**src/rtl/evcap_pkg.sv**
```systemverilog
package evcap_pkg;

  localparam int unsigned EVT_COUNT    = 32;
  localparam int unsigned RESERVED_EVT = 25;
  localparam int unsigned REG_ADDR_W   = 3;

  typedef enum logic [REG_ADDR_W-1:0] {
    SEL_LEVEL = 3'd0,
    SEL_FLAG  = 3'd1,
    SEL_POL   = 3'd2,
    SEL_EN    = 3'd3,
    SEL_TRIG  = 3'd4
  } reg_sel_e;

  // Software trigger bit that feeds an event position, or -1 when the
  // position is fed by a peripheral line.
  function automatic int sw_source(input int unsigned evt);
    case (evt)
      0:       return 0;
      1:       return 16;
      10:      return 1;
      11:      return 17;
      17:      return 2;
      18:      return 18;
      23:      return 3;
      24:      return 19;
      30:      return 20;
      31:      return 21;
      default: return -1;
    endcase
  endfunction

endpackage

```
**src/rtl/evcap_sync.sv**
```systemverilog
module evcap_sync #(
  parameter int unsigned WIDTH  = 32,
  parameter int unsigned STAGES = 2
) (
  input  logic             clk,
  input  logic             rst_n,
  input  logic [WIDTH-1:0] async_i,
  output logic [WIDTH-1:0] sync_o
);

  localparam int unsigned AGE_W = $clog2(STAGES + 1);

  logic [WIDTH-1:0] chain [STAGES];

  generate
    for (genvar s = 0; s < STAGES; s++) begin : g_stage
      if (s == 0) begin : g_first
        always_ff @(posedge clk) begin
          if (!rst_n) chain[s] <= '0;
          else        chain[s] <= async_i;
        end
      end else begin : g_rest
        always_ff @(posedge clk) begin
          if (!rst_n) chain[s] <= '0;
          else        chain[s] <= chain[s-1];
        end
      end
    end
  endgenerate

  assign sync_o = chain[STAGES-1];

  // Cycles since reset, saturating; lets the check below look back safely.
  logic [AGE_W-1:0] age;
  always_ff @(posedge clk) begin
    if (!rst_n)                      age <= '0;
    else if (age < AGE_W'(STAGES))   age <= age + 1'b1;
  end


  level_follows_input_chk: assert property (@(posedge clk) disable iff (!rst_n)
    (age == AGE_W'(STAGES)) |-> (sync_o == $past(async_i, STAGES)));

endmodule

```
**src/rtl/evcap_merge.sv**
```systemverilog
module evcap_merge
  import evcap_pkg::*;
#(
  parameter int unsigned EVT_N  = EVT_COUNT,
  parameter int unsigned RSVD   = RESERVED_EVT
) (
  input  logic [EVT_N-1:0] sync_i,
  input  logic [EVT_N-1:0] trig_i,
  output logic [EVT_N-1:0] level_o
);

  generate
    for (genvar e = 0; e < EVT_N; e++) begin : g_pos
      localparam int SRC = sw_source(e);
      if (SRC >= 0) begin : g_soft
        assign level_o[e] = trig_i[SRC];
      end else if (e == RSVD) begin : g_rsvd
        assign level_o[e] = 1'b0;
      end else begin : g_hw
        assign level_o[e] = sync_i[e];
      end
    end
  endgenerate

  // Inputs that feed no position are intentionally dropped.
  logic unused_inputs;
  assign unused_inputs = ^{sync_i, trig_i};

endmodule

```
**src/rtl/evcap_flags.sv**
```systemverilog
module evcap_flags #(
  parameter int unsigned EVT_N = 32,
  parameter int unsigned RSVD  = 25
) (
  input  logic             clk,
  input  logic             rst_n,
  input  logic [EVT_N-1:0] level_i,
  input  logic [EVT_N-1:0] pol_i,
  input  logic [EVT_N-1:0] en_i,
  input  logic [EVT_N-1:0] clr_i,
  output logic [EVT_N-1:0] pend_o
);

  localparam logic [EVT_N-1:0] KEEP_MASK = ~(EVT_N'(1) << RSVD);

  logic [EVT_N-1:0] prev_q;
  logic [EVT_N-1:0] rise, fall, hit, set_v;
  logic [EVT_N-1:0] pend_q;

  always_ff @(posedge clk) begin
    if (!rst_n) prev_q <= '0;
    else        prev_q <= level_i;
  end

  assign rise  = level_i & ~prev_q;
  assign fall  = ~level_i & prev_q;
  assign hit   = (pol_i & rise) | (~pol_i & fall);
  assign set_v = hit & en_i & KEEP_MASK;

  // Setting has priority over clearing within the same cycle.
  always_ff @(posedge clk) begin
    if (!rst_n) pend_q <= '0;
    else        pend_q <= (pend_q & ~clr_i) | set_v;
  end

  assign pend_o = pend_q;


  rsvd_never_set_chk: assert property (@(posedge clk) disable iff (!rst_n)
    pend_o[RSVD] == 1'b0);


  disabled_no_set_chk: assert property (@(posedge clk) disable iff (!rst_n)
    (pend_o & ~$past(pend_o) & ~$past(en_i)) == '0);


  clear_disabled_chk: assert property (@(posedge clk) disable iff (!rst_n)
    ($past(clr_i & ~en_i) & pend_o) == '0);


  flag_hold_chk: assert property (@(posedge clk) disable iff (!rst_n)
    ($past(pend_o & ~clr_i) & ~pend_o) == '0);

endmodule

```
**src/rtl/edge_event_capture.sv**
```systemverilog
module edge_event_capture
  import evcap_pkg::*;
#(
  parameter int unsigned EVT_N       = EVT_COUNT,
  parameter int unsigned SYNC_STAGES = 2,
  parameter int unsigned RSVD        = RESERVED_EVT
) (
  input  logic                  clk,
  input  logic                  rst_n,
  input  logic [EVT_N-1:0]      periph_evt_i,
  input  logic [REG_ADDR_W-1:0] reg_addr_i,
  input  logic                  reg_wr_i,
  input  logic [EVT_N-1:0]      reg_wdata_i,
  output logic [EVT_N-1:0]      reg_rdata_o,
  input  logic [EVT_N-1:0]      enc_clr_i,
  output logic [EVT_N-1:0]      pend_o
);

  reg_sel_e         sel;
  logic [EVT_N-1:0] pol_q, en_q, trig_q;
  logic [EVT_N-1:0] sync_evt, level, w1c, clr_all;

  assign sel = reg_sel_e'(reg_addr_i);

  always_ff @(posedge clk) begin
    if (!rst_n) begin
      pol_q  <= '1;
      en_q   <= '0;
      trig_q <= '0;
    end else if (reg_wr_i) begin
      case (sel)
        SEL_POL:  pol_q  <= reg_wdata_i;
        SEL_EN:   en_q   <= reg_wdata_i;
        SEL_TRIG: trig_q <= reg_wdata_i;
        default:  ;
      endcase
    end
  end

  assign w1c     = (reg_wr_i && sel == SEL_FLAG) ? reg_wdata_i : '0;
  assign clr_all = enc_clr_i | w1c;

  evcap_sync #(.WIDTH(EVT_N), .STAGES(SYNC_STAGES)) u_sync (
    .clk     (clk),
    .rst_n   (rst_n),
    .async_i (periph_evt_i),
    .sync_o  (sync_evt)
  );

  evcap_merge #(.EVT_N(EVT_N), .RSVD(RSVD)) u_merge (
    .sync_i  (sync_evt),
    .trig_i  (trig_q),
    .level_o (level)
  );

  evcap_flags #(.EVT_N(EVT_N), .RSVD(RSVD)) u_flags (
    .clk     (clk),
    .rst_n   (rst_n),
    .level_i (level),
    .pol_i   (pol_q),
    .en_i    (en_q),
    .clr_i   (clr_all),
    .pend_o  (pend_o)
  );

  always_comb begin
    case (sel)
      SEL_LEVEL: reg_rdata_o = level;
      SEL_FLAG:  reg_rdata_o = pend_o;
      SEL_POL:   reg_rdata_o = pol_q;
      SEL_EN:    reg_rdata_o = en_q;
      SEL_TRIG:  reg_rdata_o = trig_q;
      default:   reg_rdata_o = '0;
    endcase
  end


  trig_stable_no_set_chk: assert property (@(posedge clk) disable iff (!rst_n)
    ($stable(trig_q) && $stable(periph_evt_i) && $past($stable(periph_evt_i))
     && $past($stable(periph_evt_i), 2) && $past(trig_q == level)) |=>
    ((pend_o & ~$past(pend_o)) == '0));

endmodule

```
**config.mk**
```make
export PLATFORM = sky130hd
export DESIGN_NAME = edge_event_capture
export DESIGN_NICKNAME = d
export VERILOG_FILES = /design/src/rtl/evcap_pkg.sv /design/src/rtl/evcap_sync.sv /design/src/rtl/evcap_merge.sv /design/src/rtl/evcap_flags.sv /design/src/rtl/edge_event_capture.sv
export SDC_FILE = /design/constraint.sdc
export NUM_CORES = 1
export LEC_CHECK = 0
export ABC_AREA = 1
export ABC_CLOCK_PERIOD_IN_PS = 1650
export CAP_MARGIN = 15
export CORE_ASPECT_RATIO = 1.75
export CORE_MARGIN = 8
export CORE_UTILIZATION = 40
export CTS_CLUSTER_DIAMETER = 30
export DETAILED_ROUTE_END_ITERATION = 10
export MAX_ROUTING_LAYER = met4
export SLEW_MARGIN = 5
export SYNTH_ARGS = -nofsm -noshare
export SYNTH_HDL_FRONTEND = slang
export SYNTH_SLANG_ARGS = --single-unit
```
**constraint.sdc**
```tcl
create_clock -name clk -period 1.65 [get_ports clk]
set_input_delay 0.33 -clock clk [delete_from_list [all_inputs] [get_ports clk]]
set_output_delay 0.33 -clock clk [all_outputs]
set_load 0.05 [all_outputs]
```
======== After elaboration in Yosys (flattened, before gate mapping) ========
Memory sizes are Yosys's and may differ from the RTL's.
Index checks and enable logic that the tools add are counted.
storage, ports and cells
  flip-flop bits (word level) ............. 160
  word-level logic and storage cells ...... 37
  input port bits ......................... 102
  RAM bits ................................ 64
  memories kept ........................... 1
operators by class
  reductions and logical operators ........ 5
  bitwise logic cells ..................... 15
  equal/unequal tests ..................... 4
  mux-type cells .......................... 6
memory list
  memory        words  bits a word  read ports  clocked after memory_dff  write ports  line              text
  u_sync.chain  2      32           2           0                         2            evcap_sync.sv:13  logic [WIDTH-1:0] chain [STAGES];
operators by type and width
  operator                                                          count
  32-bit AND                                                        6
  32-bit one-hot mux with 5 select lines                            1
  32-bit inverter                                                   4
  32-bit 2-to-1 mux                                                 3
  32-bit bitwise OR                                                 3
  3-bit by 2-bit == test with 1-bit output (second input constant)  2
  2-bit AND reduction                                               3
  3-bit by 1-bit == test with 1-bit output (second input constant)  1
  3-bit == test (second input constant)                             1
  3-bit logical NOT                                                 1
  1-bit 2-to-1 mux                                                  2
  1-bit bitwise OR                                                  2
  1-bit logical AND                                                 1

======== Depth between registers and ports, before layout ========
Gate-level depths: netlist (run 1).
  word-level depth ........................ 7
  depth in mapped cells ................... 9
  gate-level depth less buffers ........... 8

======== Modules after synthesis ========
From an unflattened synthesis (run 1), not the netlist that was laid out.
unflattened totals
  cell total of the unflattened synthesis .. 1,643
  area, all modules ....................... 10,845.4 sq um
modules (own cells, without submodules)
  module              cells each  instances  area each (sq um)  sequential area each (sq um)
  edge_event_capture  935         1          5,721.7            1,921.8
  evcap_flags         476         1          3,039.2            1,261.2
  evcap_sync          199         1          1,840.5            1,281.2
  evcap_merge         33          1          244.0              0.0

======== Least setup slack after synthesis (run 1) ========
OpenSTA, ideal clock, no wires.
  path type ............................... input-to-output
  start ................................... input port reg_addr_i[0]
  end ..................................... output port reg_rdata_o[18]
  stages .................................. 7
  slack ................................... -0.074 ns
  data arrival time ....................... 1.394 ns
  buffers on the path ..................... 1
  required time ........................... 1.320 ns
  cell sequence ........................... inv_2 -> nor2_4 -> nand2_4 -> inv_1 -> buf_2 -> nand2_1 -> nand4_1
between the ends
  cells in the longest elaborated chain, start to end .. 2
RTL lines
  element                                      line                      text
  start: declaration                           edge_event_capture.sv:11  input logic [REG_ADDR_W-1:0] reg_addr_i,
  3-bit == test, or another cell as far along  edge_event_capture.sv:67  case (sel)
  32-bit one-hot mux with 5 select lines *     edge_event_capture.sv:67
  end: declaration                             edge_event_capture.sv:14  output logic [EVT_N-1:0] reg_rdata_o,
Mark *: on every way between the ends. The rest lies on a longest branch, timed or not.

======== Worst setup path in the final report (run 1) ========
Ends and elaborated chain as after synthesis.

==> results of run 1 <==
## cell usage in the layout (no fill, tap or decap), drive strengths merged
cell | Yosys | routed
nand2 | 482 | 482
dfxtp | 201 | 201
clkinv | 0 | 6
o211ai | 27 | 27
bufinv | 0 | 6
a21oi | 75 | 75
clkdlybuf4s50 | 0 | 85
buf | 32 | 134
inv | 295 | 298
nand3 | 70 | 70
clkinvlp | 0 | 5
nand4 | 34 | 34
diode | 0 | 2
o21bai | 4 | 4
nor3b | 1 | 1
bufbuf | 0 | 1
nor2 | 139 | 139
clkbuf | 34 | 44
o21ai | 44 | 44
## per-stage QoR
stage	setup slack (ns)	power [mW]	setup TNS [ns]	utilization
5_1_grt	-0.185	14.7	-3.97	0.595
3_5_place_dp	-0.629	6.63	-56.84	0.517
6_report	-0.129	14.2	-2.10	0.595
4_1_cts	-0.131	14.3	-2.51	0.585
3_3_place_gp	-0.611	6.62	-50.52	0.517
2_1_floorplan	-0.0303	5.85	-0.0627	-
## cell families after synthesis
| family | synth area share |
|---|---|
| and+or+nand+nor | 0.319 |
| buffers and inverters | 0.153 |
| DFF | 0.438 |
| AOI/OAI and AO/OA | 0.0902 |
## metal layers
layer / wire length (um) / track usage / share of wire / vias to the layer above
li1: - / - / - / 4712
met1: 12000 / 0.241 / 0.40 / 4286
met2: 15800 / 0.384 / 0.52 / 268
met3: 1730 / 0.0381 / 0.057 / 55
met4: 770 / 0.0831 / 0.025 / 0
met5: 0 / - / 0 / -
## power by group through the flow
stage          sequential, mW  combinational [mW]  clock, mW
3_5_place_dp             5.19                1.44          0
3_3_place_gp             5.19                1.43          0
2_1_floorplan            5.18               0.668          0
5_1_grt                  5.11                1.67       7.93
4_1_cts                  5.09                1.52       7.68
6_report                 5.09                1.56       7.56
## cell type report
type	instances	area (sq um)	area share
Inverter	295	1130	0.0842
Sequential cell	201	4040	0.299
Clock inverter	20	289	0.0214
Clock buffer	42	932	0.0692
Timing Repair Buffer	222	2710	0.201
Antenna cell	2	5.00	0.000371
Multi-Input combinational cell	876	4000	0.297
Tap cell	300	375	0.0278
## how the worst max path moves through the flow
stage	startpoint	to	slack, ns	depth (start not counted)
after global routing	reg_addr_i[2]	reg_rdata_o[14]	-0.19	11
after global placement	reg_addr_i[2]	reg_rdata_o[13]	-0.61	11
after CTS	reg_addr_i[0]	reg_rdata_o[18]	-0.13	9
after floorplan	reg_addr_i[2]	reg_rdata_o[18]	-0.03	6
after detailed placement	reg_addr_i[2]	reg_rdata_o[13]	-0.63	11
final	reg_addr_i[0]	reg_rdata_o[18]	-0.13	9
## critical path, delay by kind of cell
kind          cells  cell delay [ns]
buf+inv           5             0.57
simple gates      4             0.54
## sequential cells by signal, indices dropped and copies added, names as in the netlist
signal          cells
u_sync.chain       42
en_q               32
pol_q              32
trig_q             32
u_flags.pend_o     32
u_flags.prev_q     31
## repair_timing
action,4_1_cts,5_1_grt
pin swaps,18,15
endpoints found under the hold margin,0,0
hold buffers,0,0
resized for setup,86,53
setup endpoints to repair,32,32
cloned,4,2
buffers inserted,5,3
==> metrics.csv, run 1 <==
stage,metric,value,unit
clock_network,Root Driver,clkbuf_16,
timing,"Hold Vio Cnt, Final",0,
pwr,switching share of power,0.247,
critical_path,crit path cell chain,"buf_12, inv_8, nor2_4, nand2_4, inv_4, buf_8, nand2_2, nand4_1, buf_12",
timing,crit share post-route,1.08,
placement,"Cell Area, Placed",0.0117,sq mm
layout,proportion of layout cells with a drive suffix above 1,0.176,
detailed_routing,number of iterations in the first detailed-routing pass,5,
floorplan,core area,0.0227,sq mm
floorplan,die span in y,216,um
grt,first-pass GRT wire length,47700,um
critical_path,Reg2Reg Setup Slack,0.68,ns
logic_synthesis,register area share after synthesis,0.438,
critical_path,Crit path largest cell delay,0.18,ns
hold_path,hold path depth,4,
grt,antenna violations before repair,2,
logic_synthesis,Mapped Nets,1540,
logic_synthesis,Post-synth EDFFs,0,
timing,PnR worst setup slack,-0.129,ns
grt,GRT Total Usage,0.220,
pwr,leakage power,6.44,nW
logic_synthesis,synthesized netlist cell count,1438,
clock_network,CTS tree,yes,
critical_path,slowest library cell on the worst path,nor2_4,
floorplan,Die Wd,131,um
timing,setup violators final,32,
timing,RSZ-0062 raised after global routing,yes,
logic_synthesis,top_reg_cell synth,dfxtp_1,
critical_path,critical path peak fanout,7,
detailed_routing,initial DRC count,590,
placement,DP Wirelength,19700,um
clock_network,Clock transition at path regs,0.06,ns
critical_path,CP required,1.32,ns
floorplan,Starting Density,0.406,
job,max cap viols,0,
logic_synthesis,Syn Std Cell Area,0.00919,sq mm
pwr,sequential power share,0.358,
pwr,Max rail drop VDD,0.686,mV
logic_synthesis,most frequent cells after synthesis,"nand2_1, inv_1, dfxtp_1",
status,violations in the final reports,setup timing,
detailed_routing,wire per inst,15.5,um
grt,total gr overflow,0,
timing,Clock Skews,0.00799,ns
pwr,Int Power,10.7,mW
detailed_routing,drt drc,0,
clock_network,TritonCTS buffer count,35,
layout,# fillers,2179,
detailed_routing,routed wire length,30300,um
critical_path,CP Capture Type,output port,
floorplan,Rows,73,
critical_path,R2R depth,4,
clock_network,largest buffer count on any clock path,3,
layout,Nets,1733,
timing,Slew HR,0.655,
layout,Non-Filler Instances,1958,
clock_network,clock latency on the worst-skew pair,0.50,ns
logic_synthesis,synthesized flop and latch total,201,
grt,number of global-route vias before repair,9311,
pwr,PD cells,1050,mW/mm^2
logic_synthesis,"area leader, netlist",dfxtp_1,
logic_synthesis,Synth Warn #,0,
logic_synthesis,Mapped Avg Cell Area,6.39,sq um
critical_path,most frequent CP cell,buf_12,
clock_network,Clock Sinks,201,
hold_path,HP Start,reg_wr_i,
placement,gpl congestion,0.840,
layout,area grow syn2layout,46.7,%
critical_path,Reg-to-Reg End,u_flags.pend_o[11],
critical_path,critical path launch point type,input pin,
timing,Tightest Pin Transition,0.518,ns
floorplan,IO Count,166,
pwr,sw power,3.51,mW
hold_path,hold endpoint,trig_q[1],
detailed_routing,via count,9321,
layout,post-layout instance area,0.0135,sq mm
logic_synthesis,asr flop ratio synth,0,
hold_path,worst min path class,in -> reg,
timing,Peak Freq,0.562,GHz
clock_network,H-tree depth,2,
logic_synthesis,synth top area cells,"dfxtp_1, nand2_1, inv_1",
detailed_routing,Vias/cell,4.76,
grt,largest net degree at the start of global routing,105,
critical_path,r2r startpoint,trig_q[17],
logic_synthesis,post-synthesis cell type count,22,
timing,Final Max Slew Viols,0,
logic_synthesis,Synth top area share,0.438,
pwr,Comb power frac,0.110,
floorplan,DIE AREA,0.0283,sq mm
logic_synthesis,most numerous cell in the Yosys netlist,nand2_1,
detailed_routing,Routed Antenna Nets,0,
placement,I/O Buffers,154,
placement,placed cells,1880,
pwr,clock share of power,0.532,
status,status,finished with violations,
critical_path,critical path type,in -> out,
timing,Final min period,1.78,ns
critical_path,WP data arrival,1.45,ns
timing,hold_ws,0.338,ns
No activity file was read; power rests on OpenSTA's default activity.
==> run 2: changes to the inputs <==
--- a/config.mk
+++ b/config.mk
@@ -8,13 +8,17 @@
 export ABC_AREA = 1
 export ABC_CLOCK_PERIOD_IN_PS = 1650
 export CAP_MARGIN = 15
+export CELL_PAD_IN_SITES_DETAIL_PLACEMENT = 0
+export CELL_PAD_IN_SITES_GLOBAL_PLACEMENT = 2
 export CORE_ASPECT_RATIO = 1.75
 export CORE_MARGIN = 8
-export CORE_UTILIZATION = 40
+export CORE_UTILIZATION = 30
 export CTS_CLUSTER_DIAMETER = 30
 export DETAILED_ROUTE_END_ITERATION = 10
 export MAX_ROUTING_LAYER = met4
+export PLACE_DENSITY_LB_ADDON = 0.1
 export SLEW_MARGIN = 5
 export SYNTH_ARGS = -nofsm -noshare
 export SYNTH_HDL_FRONTEND = slang
+export SYNTH_HIERARCHICAL = 1
 export SYNTH_SLANG_ARGS = --single-unit
==> run 2 against run 1 <==
Net effect: the run still ends with setup timing left; clock skew grew 0.0051 ns; largest power group unchanged; worst hold slack lost 0.21 ns; count of clock-buffer cells in the layout grew 19; die area grew 43%; sequential power is essentially flat; global-route usage shrank 3.8 points; critical endpoint is now reg_rdata_o[30].
==> metrics.csv, run 2 <==
stage,metric,value,unit
clock_network,Clock Sinks,201,
critical_path,R2R depth,5,
job,max cap viols,0,
critical_path,critical path launch point type,input pin,
detailed_routing,initial DRC count,378,
floorplan,DIE AREA,0.0405,sq mm
timing,crit share post-route,1.06,
hold_path,hold path depth,2,
grt,largest net degree at the start of global routing,54,
timing,PnR worst setup slack,-0.0925,ns
layout,largest register by flop count,u_sync/chain,
timing,Clock Skews,0.0130,ns
pwr,PD cells,1000,mW/mm^2
grt,first-pass GRT wire length,55400,um
critical_path,CP required,1.32,ns
detailed_routing,Vias/cell,4.41,
detailed_routing,via count,10129,
layout,area grow syn2layout,54.8,%
detailed_routing,Routed Antenna Nets,0,
pwr,Max rail drop VDD,0.683,mV
timing,"Hold Vio Cnt, Final",0,
clock_network,TritonCTS buffer count,43,
hold_path,hold endpoint,pol_q[29],
critical_path,CP Capture Type,output port,
layout,"most common cell after layout, fill and taps aside",nand2_1,
layout,Final Util,0.470,
floorplan,Starting Density,0.303,
timing,setup violators final,32,
status,status,finished with violations,
clock_network,H-tree depth,2,
placement,DP Worst Slack,-0.266,ns
placement,placed cells,2146,
placement,gpl congestion,0.767,
pwr,total power,15.8,mW
layout,most frequent cells in the layout,"nand2_1, inv_1, buf_4",
logic_synthesis,synthesized netlist cell count,1577,
logic_synthesis,Mapped Avg Cell Area,6.49,sq um
timing,RSZ-0062 raised after global routing,yes,
clock_network,hold-fix buffers at CTS,0,
floorplan,Rows,89,
timing,Final Max Slew Viols,0,
grt,antenna violations before repair,2,
critical_path,critical path type,in -> out,
floorplan,die span in y,260,um
clock_network,clock latency on the worst-skew pair,0.53,ns
floorplan,core area,0.0337,sq mm
layout,Non-Filler Instances,2299,
floorplan,IO Count,166,
hold_path,worst min path class,in -> reg,
layout,proportion of layout cells with a drive suffix above 1,0.305,
clock_network,Clock transition at path regs,0.05,ns
detailed_routing,drt drc,0,
timing,hold_ws,0.127,ns
detailed_routing,wire per inst,16.0,um
critical_path,critical path peak fanout,6,
critical_path,Reg-to-Reg End,u_flags/pend_o[1],
pwr,leakage power,8.01,nW
hold_path,HP Start,rst_n,
logic_synthesis,Mapped Nets,1679,
timing,Final min period,1.74,ns
placement,DP Wirelength,24100,um
placement,I/O Buffers,154,
logic_synthesis,Syn Std Cell Area,0.0102,sq mm
layout,Nets,1910,
critical_path,WP data arrival,1.41,ns
detailed_routing,routed wire length,36700,um
logic_synthesis,Synth Warn #,6,
critical_path,r2r startpoint,trig_q[16],
layout,max FFs per register,42,
detailed_routing,number of iterations in the first detailed-routing pass,4,
status,violations in the final reports,setup timing,
clock_network,CTS tree,yes,
floorplan,Die Wd,156,um
grt,total gr overflow,0,
critical_path,Reg2Reg Setup Slack,0.66,ns
grt,GRT Total Usage,0.182,
grt,number of global-route vias before repair,10001,
clock_network,largest buffer count on any clock path,3,
clock_network,Root Driver,clkbuf_16,
timing,Peak Freq,0.574,GHz
-- run 2: cell count changes in the layout (fill, tap and decap cells not counted), moves of 27 or more --
cell,before,now
a21oi_1,72,1
dfxtp_1,192,122
buf_4,67,134
dfxtp_2,9,62
nand3_1,70,119
nand4_1,34,64
o21ai_0,30,0
a21oi_2,1,30
o21bai_1,4,32
nand3_2,0,27
o211ai_1,27,0
-- run 2: metrics by stage --
step / area, sq um / setup TNS (ns)
after global routing: 15900 / -3.35
after global placement: 12900 / -7.92
after CTS: 15200 / -2.04
final: 15900 / -1.74
after detailed placement: 12900 / -9.70
after floorplan: 10400 / -0.0180
-- run 2: layout make-up --
cell class / count / area (sq um)
fillers: 3428 / 17900
multi-input cells: 946 / 4980
flip-flops and latches: 201 / 4170
repair buffers: 304 / 3460
clock buffers: 61 / 1260
inverters: 312 / 1180
well taps: 455 / 569
clock inverters: 18 / 228
diodes: 2 / 5.00
-- run 2: timing repair --
item / CTS / global route
buffers inserted: 42 / 20
endpoints found under the hold margin: 0 / 0
resized for setup: 174 / 110
gates cloned: 2 / 8
endpoints found under the setup margin: 32 / 32
pin swaps: 73 / 81
-- run 2: worst max-delay path by stage --
stage                             start               to  cells past startpoint
after detailed placement  reg_addr_i[0]  reg_rdata_o[24]                      8
final                     reg_addr_i[1]  reg_rdata_o[30]                      8
after floorplan           reg_addr_i[0]  reg_rdata_o[10]                      6
after CTS                    trig_q[20]  reg_rdata_o[30]                      5
after global placement    reg_addr_i[0]  reg_rdata_o[24]                      8
after global routing           en_q[14]  reg_rdata_o[14]                      5
-- run 2: metal layers --
layer | share of wire | up-vias | track usage
met3 | 0.039 | 59 | 0.0300
met5 | 0 | - | -
met2 | 0.52 | 215 | 0.328
met1 | 0.41 | 4647 | 0.198
li1 | - | 5208 | -
met4 | 0.029 | 0 | 0.0644
-- run 2: where the power goes --
part	internal (mW)	total [mW]	switching, mW
clock network	6.04	8.80	2.76
logic	0.885	1.93	1.05
registers	5.01	5.12	0.108
-- run 2: critical path: stages --
cell        delay [ns]
buf_12            0.09
clkinvlp_4        0.14
nor3_4            0.26
buf_6             0.15
buf_12            0.15
nand2_4           0.06
nand2_4           0.08
buf_12            0.13
